### config.mk
export PLATFORM = sky130hd
export DESIGN_NAME = wrap_mac
export DESIGN_NICKNAME = d
export VERILOG_FILES = /design/src/rtl/mac_pkg.sv /design/src/rtl/mac_mult.sv /design/src/rtl/mac_acc.sv /design/src/rtl/sample_align.sv /design/src/rtl/wrap_mac.sv
export SDC_FILE = /design/constraint.sdc
export NUM_CORES = 2
export LEC_CHECK = 0
export CELL_PAD_IN_SITES_DETAIL_PLACEMENT = 0
export CELL_PAD_IN_SITES_GLOBAL_PLACEMENT = 2
export CORE_UTILIZATION = 44
export CTS_BUF_LIST = sky130_fd_sc_hd__clkbuf_16
export CTS_CLUSTER_SIZE = 40
export DETAILED_ROUTE_END_ITERATION = 6
export PLACE_DENSITY = 0.89
export RECOVER_POWER = 50
export SYNTH_ARGS = -nofsm -noshare
export SYNTH_HDL_FRONTEND = slang
export SYNTH_SLANG_ARGS = --single-unit
### constraint.sdc
create_clock -name clk -period 8.5 [get_ports clk]
set_input_delay 1.7 -clock clk [delete_from_list [all_inputs] [get_ports clk]]
set_output_delay 1.7 -clock clk [all_outputs]
set_load 0.02 [all_outputs]
### src/rtl/mac_pkg.sv
package mac_pkg;

   typedef enum logic [1:0] {
      FMT_16 = 2'd0,
      FMT_18 = 2'd1,
      FMT_20 = 2'd2,
      FMT_24 = 2'd3
   } smp_fmt_e;

   localparam int NUM_FMTS = 4;

   function automatic int fmt_width(input int idx);
      case (idx)
         0:       return 16;
         1:       return 18;
         2:       return 20;
         default: return 24;
      endcase
   endfunction

endpackage

### src/rtl/mac_mult.sv
module mac_mult #(
   parameter int DATA_W = 32,
   parameter int COEF_W = 28,
   localparam int PROD_W = DATA_W + COEF_W
) (
   input  logic [DATA_W-1:0] data_i,
   input  logic [COEF_W-1:0] coef_i,
   output logic [PROD_W-1:0] prod_o
);

   logic signed [PROD_W-1:0] a_ext;
   logic signed [PROD_W-1:0] b_ext;

   assign a_ext  = {{COEF_W{data_i[DATA_W-1]}}, data_i};
   assign b_ext  = {{DATA_W{coef_i[COEF_W-1]}}, coef_i};
   assign prod_o = a_ext * b_ext;

endmodule

### src/rtl/mac_acc.sv
module mac_acc #(
   parameter int PROD_W = 60,
   parameter int ACC_W  = 60
) (
   input  logic              clk,
   input  logic              rst_n,
   input  logic              op_valid,
   input  logic              acc_clear,
   input  logic [PROD_W-1:0] prod_i,
   output logic [ACC_W-1:0]  acc_o,
   output logic              valid_o
);

   logic [ACC_W-1:0] prod_ext;

   generate
      if (ACC_W > PROD_W) begin : g_sext
         assign prod_ext = {{(ACC_W-PROD_W){prod_i[PROD_W-1]}}, prod_i};
      end else begin : g_same
         assign prod_ext = prod_i[ACC_W-1:0];
      end
   endgenerate

   always_ff @(posedge clk or negedge rst_n) begin
      if (!rst_n) begin
         acc_o   <= '0;
         valid_o <= 1'b0;
      end else begin
         valid_o <= op_valid;
         if (op_valid && acc_clear)
            acc_o <= prod_ext;
         else if (op_valid)
            acc_o <= acc_o + prod_ext;
         else if (acc_clear)
            acc_o <= '0;
      end
   end


   add_wrap_chk: assert property (@(posedge clk) disable iff (!rst_n)
      (op_valid && !acc_clear) |=> (acc_o == $past(acc_o) + $past(prod_ext)));


   load_prod_chk: assert property (@(posedge clk) disable iff (!rst_n)
      (op_valid && acc_clear) |=> (acc_o == $past(prod_ext)));


   clear_zero_chk: assert property (@(posedge clk) disable iff (!rst_n)
      (acc_clear && !op_valid) |=> (acc_o == '0));


   idle_hold_chk: assert property (@(posedge clk) disable iff (!rst_n)
      (!op_valid && !acc_clear) |=> $stable(acc_o));


   valid_follow_chk: assert property (@(posedge clk) disable iff (!rst_n)
      op_valid |=> valid_o);


   valid_idle_chk: assert property (@(posedge clk) disable iff (!rst_n)
      !op_valid |=> !valid_o);

endmodule

### src/rtl/sample_align.sv
module sample_align #(
   parameter int DATA_W   = 32,
   parameter int GUARD_W  = 4,
   parameter int SMP_W    = 24,
   localparam int TOP_BIT = DATA_W - GUARD_W - 1
) (
   input  logic              clk,
   input  logic              rst_n,
   input  logic [SMP_W-1:0]  smp_in,
   input  logic [1:0]        smp_fmt,
   output logic [DATA_W-1:0] smp_word
);

   logic [mac_pkg::NUM_FMTS-1:0][DATA_W-1:0] cand;
   logic [mac_pkg::NUM_FMTS-1:0]             cand_sign;

   generate
      for (genvar i = 0; i < mac_pkg::NUM_FMTS; i++) begin : g_fmt
         localparam int W = mac_pkg::fmt_width(i);
         if (W > SMP_W || W > TOP_BIT + 1) begin : g_bad
            $error("sample width exceeds input or word");
         end
         assign cand_sign[i] = smp_in[W-1];
         assign cand[i] = {{GUARD_W{smp_in[W-1]}}, smp_in[W-1:0],
                           {(TOP_BIT+1-W){1'b0}}};
      end
   endgenerate

   assign smp_word = cand[smp_fmt];


   sign_align_chk: assert property (@(posedge clk) disable iff (!rst_n)
      smp_word[DATA_W-1] == cand_sign[smp_fmt]);

endmodule

### src/rtl/wrap_mac.sv
module wrap_mac #(
   parameter int DATA_W    = 32,
   parameter int DATA_FRAC = 23,
   parameter int COEF_W    = 28,
   parameter int COEF_FRAC = 23,
   parameter int ACC_W     = 60,
   parameter int GUARD_W   = 4,
   parameter int SMP_W     = 24,
   localparam int PROD_W   = DATA_W + COEF_W,
   localparam int RES_LSB  = COEF_FRAC,
   localparam int RES_MSB  = COEF_FRAC + DATA_W - 1
) (
   input  logic              clk,
   input  logic              rst_n,
   input  logic              op_valid,
   input  logic              acc_clear,
   input  logic [DATA_W-1:0] data_in,
   input  logic [COEF_W-1:0] coef_in,
   output logic [ACC_W-1:0]  acc_out,
   output logic [DATA_W-1:0] result_out,
   output logic              result_valid,
   input  logic [SMP_W-1:0]  smp_in,
   input  logic [1:0]        smp_fmt,
   output logic [DATA_W-1:0] smp_word
);

   generate
      if (ACC_W < PROD_W) begin : g_acc_chk
         $error("accumulator narrower than product");
      end
      if (RES_MSB >= ACC_W) begin : g_res_chk
         $error("result slice outside accumulator");
      end
      if (DATA_FRAC >= DATA_W - GUARD_W) begin : g_frac_chk
         $error("data fraction leaves no integer bits");
      end
   endgenerate

   logic [PROD_W-1:0] prod;

   mac_mult #(
      .DATA_W (DATA_W),
      .COEF_W (COEF_W)
   ) mult_i (
      .data_i (data_in),
      .coef_i (coef_in),
      .prod_o (prod)
   );

   mac_acc #(
      .PROD_W (PROD_W),
      .ACC_W  (ACC_W)
   ) acc_i (
      .clk       (clk),
      .rst_n     (rst_n),
      .op_valid  (op_valid),
      .acc_clear (acc_clear),
      .prod_i    (prod),
      .acc_o     (acc_out),
      .valid_o   (result_valid)
   );

   assign result_out = acc_out[RES_MSB:RES_LSB];

   sample_align #(
      .DATA_W  (DATA_W),
      .GUARD_W (GUARD_W),
      .SMP_W   (SMP_W)
   ) align_i (
      .clk      (clk),
      .rst_n    (rst_n),
      .smp_in   (smp_in),
      .smp_fmt  (smp_fmt),
      .smp_word (smp_word)
   );


   restart_chk: assert property (@(posedge clk) disable iff (!rst_n)
      (op_valid && acc_clear && $past(op_valid)) |=> result_valid);

endmodule

-- Word level (Yosys, flattened, before mapping)
Cells that the tools add are included.
- register bits: 61
- bits in latches: 0
- bits in writable memories: 0
- ROM bits: 0
- output and inout port bits: 125
- memories: 0
- add/sub/neg operators: 1
- multipliers: 1
- divide/modulo/power cells: 0
- $lt $le $gt $ge: 1
- equal/unequal tests: 0
- shift operators: 0
- mux-type cells: 5
- bitwise gates (word level): 0
- reduce and logical (&&, ||, !) cells: 2
- operators with widths (kind ; count):
    $mux W60 ; 3
    $bmux W32 S2 ; 1
    $add A60 B60 Y60 ; 1
    $mul A32 B28 Y60 ; 1
    $mux W32 ; 1
    $lt A2 B3 Y1 const B ; 1
    $reduce_bool A3 Y1 ; 1
    $logic_and A1 B1 Y1 ; 1

-- Logic depth before layout (Yosys ltp)
- depth in word-level cells: 4
- depth in mapped cells: 41

-- Cells and area by module
A second synthesis with hierarchy kept.
- cells, all modules: 4252
- area total of the unflattened synthesis: 38858.5 µm²
- by module, submodules not included (module ; instances ; cells each ; area each (µm²) ; seq. area each (µm²)):
    mac_mult ; 1 ; 3412 ; 31800.5 ; 0.0
    mac_acc ; 1 ; 764 ; 6197.2 ; 1526.5
    sample_align ; 1 ; 44 ; 620.6 ; 0.0
    wrap_mac ; 1 ; 32 ; 240.2 ; 0.0

-- Worst setup path after synthesis
OpenSTA, ideal clock, no wires.
- path kind: input-to-reg
- from: input data_in[31]
- to: register acc_i.acc_o[59]
- library setup time: 0.135 ns
- data arrival time: 10.917 ns
- slack: -2.552 ns
- cell stages on the path: 35
- cells stage by stage: clkbuf_1 clkbuf_1 nand2_1 inv_1 fa_1 fa_1 inv_1 fa_1 fa_1 inv_1 fa_1 fa_1 fa_1 ha_1 ha_1 a21o_1 a2111oi_0 o21ai_0 a21oi_1 o31a_1 o32ai_4 o21a_1 nor2_1 xnor2_2 ha_1 clkbuf_1 a21o_1 a21oi_1 nor2b_1 or4b_2 a311oi_1 nor2_1 and3_1 o2bb2ai_1 nand4_1
- cells in the longest elaborated chain, start to end: 4
- RTL lines (what ; RTL line ; RTL):
    from (decl) ; wrap_mac.sv:17 ; input logic [DATA_W-1:0] data_in,
    $mul A32 B28 Y60 (*) ; mac_mult.sv:16 ; assign prod_o = a_ext * b_ext;
    $add A60 B60 Y60 ; mac_acc.sv:33 ; acc_o <= acc_o + prod_ext;
    $mux W60 ; mac_acc.sv:32 ; else if (op_valid)
    $mux W60 (*) ; mac_acc.sv:30 ; if (op_valid && acc_clear)
    to (signal assigned) ; mac_acc.sv:31 ; acc_o <= prod_ext;
    to (signal assigned) ; mac_acc.sv:33 ;
    to (decl) ; mac_acc.sv:10 ; output logic [ACC_W-1:0] acc_o,
Every way passes the cells marked *; elsewhere a longest branch is shown, timed or not.
A chain may end at the register's enable or synchronous reset.

-- Final worst setup path
- from: input data_in[14]
- to: register acc_i.acc_o[59]
The elaborated chain is that of the path after synthesis.

==> impl_metrics.json <==
{
  "outcome": "complete, but fails checks",
  "violations": "capacitance limit, slew limit, setup timing",
  "rr_worst_depth": 16,
  "io_pins": 215,
  "regArea_um2": 1526,
  "slew_viol_final": 62,
  "tightest_slew_ns": 3.886,
  "crit_fanout": 8,
  "startpoint": "data_in[14]",
  "rsz0062_at_grt": "yes",
  "root_buffer": "clkbuf_16",
  "netlist_instances": 4229,
  "synth.avg_cell_area_um2": 9.072,
  "vias": 31991,
  "dp_slack_ns": -2.716,
  "final_hold_viol_count": 0,
  "htreeDepth": 3,
  "final.setup.tns_ns": -49.67,
  "synthDistinctLibCells": 83,
  "slew_headroom": -1.590,
  "netlist_top_cells_area": "fa_1 (48%), ha_1 (8.3%), inv_1 (8.2%)",
  "finalWorstSetupSlack_ns": -1.713,
  "routabilityCongestion": 0.8943,
  "yosys.area.top_type": "fa_1",
  "final_cells": 6198,
  "synthDominantCellAreaShare": 0.4842,
  "overflow": 0,
  "dr.pass1.iters": 5,
  "synth_async_sr_flop_share": 1.000,
  "finalSetupViolations": 43,
  "clockBufferDepth": 2,
  "period_share": 1.202,
  "numPortBuffers": 210,
  "max_freq_ghz": 0.09791,
  "cp-end-kind": "flip-flop",
  "grt_usage": 0.2844,
  "layout.nets": 6313,
  "start_kind": "input pin",
  "synth-seq-cells": 61,
  "multiInputGateArea_um2": 35210,
  "cts_tree": "done",
  "drt_iter0_markers": 1644,
  "yosysWarnings": 0,
  "r2r-end": "acc_i.acc_o[58]$_DFFE_PN0P_",
  "r2r_slack_ns": 4.97,
  "hpwl_um": 96060,
  "path_common_cell": "fa_1",
  "fillers": 7401,
  "antenna_found_initial": 14,
  "wl_per_cell_um": 19.95,
  "crit_path_end": "acc_i.acc_o[59]$_DFFE_PN0P_",
  "post-route-util": 0.6069,
  "wl_um": 123600,
  "drc": 0,
  "grt_pass1_vias": 34424,
  "core_um2": 85820,
  "die_x_um": 297.3,
  "cts_hold_buf": 0,
  "grt_pass1_wl_um": 193800,
  "path_class": "input pin to flip-flop",
  "ys.flop_type": "dfrtp_1",
  "synth_edf_count": 0,
  "cts_buffers": 9,
  "syn-cell-area_um2": 38370,
  "worst_skew_pair.late_latency_ns": 0.36,
  "cp.arrival_ns": 10.45,
  "die_area_um2": 88380,
  "die_y_um": 297.3,
  "path_clk_slew_ns": 0.06,
  "area_delta_synth_final_pct": 35.75,
  "fin_skew_ns": 0.01078,
  "vias_per_cell": 5.162,
  "rows": 107,
  "cap_violations": 1,
  "r2r-start": "acc_i.acc_o[0]$_DFFE_PN0P_",
  "dp_cells": 5980,
  "layout_min_cycle_time_ns": 10.21,
  "drive_gt1_frac": 0.2812,
  "clock_sinks": 61,
  "drt.antenna.violating_nets": 0,
  "critPathSlowestCell": "fa_1",
  "hold_class": "flip-flop to flip-flop",
  "yosys-top-cells-count": "fa_1 (928), inv_1 (840), nand2_1 (553)",
  "max_stage_delay_ns": 0.56,
  "seq_area_frac_synth": 0.03979,
  "synth.most_common_cell": "fa_1",
  "required_ns": 8.74,
  "floorplan.initialDensity": 0.4471,
  "grt_max_degree": 62
}
[logic make-up after synthesis]
kind of cell / Yosys count / share of synthesized area
AND/OR/NAND/NOR: 1258 / 0.1612
other: 1 / 0.00009774
XOR/XNOR: 114 / 0.02661
adder cells (fa/ha/maj): 1181 / 0.5667
buffers and inverters: 1113 / 0.1129
AO/OA/AOI/OAI: 472 / 0.07971
multiplexers: 29 / 0.01288
flip-flops: 61 / 0.03979
[state kept, by name, indices dropped and copies added (netlist names)]
name and cells:
acc_i.valid_o 1, acc_i.acc_o 60
[layout make-up]
type                            count  area share
Timing Repair Buffer             1072      0.2002
Sequential cell                    61     0.02931
Clock buffer                        9    0.004324
Clock inverter                      7    0.001730
Multi-Input combinational cell   3058      0.6760
Inverter                          840     0.06061
Tap cell                         1144     0.02748
Antenna cell                        7   0.0003363
[timing repair]
action,CTS,global route
gates cloned,30,5
buffers inserted,133,49
resized for setup,527,255
pin swaps,270,173
setup endpoints to repair,48,48
[worst max-delay path: cells and delay by family]
family	cells	cell delay (ns)
fa+ha+maj	10	4.28
compound gates	11	2.21
buf+inv	6	0.66
xor+xnor	1	0.22
simple gates	8	1.36
[how the worst min path moves through the flow]
stage | startpoint | to | slack, ns | depth (start not counted)
after floorplan | acc_i.acc_o[12]$_DFFE_PN0P_ | acc_i.acc_o[12]$_DFFE_PN0P_ | 0.61 | 2
after global placement | acc_i.acc_o[22]$_DFFE_PN0P_ | acc_i.acc_o[22]$_DFFE_PN0P_ | 0.50 | 2
after detailed placement | acc_i.acc_o[5]$_DFFE_PN0P_ | acc_i.acc_o[5]$_DFFE_PN0P_ | 0.51 | 2
after CTS | acc_i.acc_o[5]$_DFFE_PN0P_ | acc_i.acc_o[5]$_DFFE_PN0P_ | 0.52 | 2
after global routing | acc_i.acc_o[5]$_DFFE_PN0P_ | acc_i.acc_o[5]$_DFFE_PN0P_ | 0.57 | 2
final | acc_i.acc_o[5]$_DFFE_PN0P_ | acc_i.acc_o[5]$_DFFE_PN0P_ | 0.52 | 2
[cell usage in the layout, fill, tap and decap left out, types with 16 or more instances in the layout]
cell	synthesis	layout
a21o_1	65	65
a21oi_1	143	85
a21oi_2	1	47
and2_1	440	380
and2_4	0	60
buf_12	0	73
buf_2	4	16
buf_4	40	702
buf_6	0	61
bufbuf_16	0	24
clkdlybuf4s50_1	0	113
dfrtp_1	61	61
dlygate4sd3_1	0	38
fa_1	928	858
fa_2	0	70
ha_1	253	179
ha_4	0	67
inv_1	840	805
inv_2	0	34
mux4_2	16	16
nand2_1	553	536
nand2b_1	23	21
nand3_1	23	21
nand4_1	18	18
nor2_1	115	96
nor2b_1	21	18
o21ai_0	102	42
o21ai_1	3	43
o21ai_2	3	16
o21bai_1	17	16
xnor2_1	81	50
xnor2_2	2	30
xor2_1	30	29
[layer usage]
metal / track usage / part of all wire / vias up / routed length [um]
met5: 0 / 0.00011 / - / 13
met4: 0.09401 / 0.037 / 2 / 4554
met3: 0.02973 / 0.044 / 221 / 5438
met2: 0.5120 / 0.52 / 774 / 64890
met1: 0.3552 / 0.39 / 16611 / 48740
li1: - / - / 14383 / -
[per-stage QoR]
step / area [um^2] / hold slack (ns)
2_1_floorplan: 39390 / 0.6108
3_3_place_gp: 47110 / 0.4954
3_5_place_dp: 47110 / 0.5101
4_1_cts: 50810 / 0.5236
5_1_grt: 52080 / 0.5673
6_report: 52080 / 0.5154
Power is not shown: default switching activity piles up to over one toggle a cycle in this logic, so the estimate is an artifact.
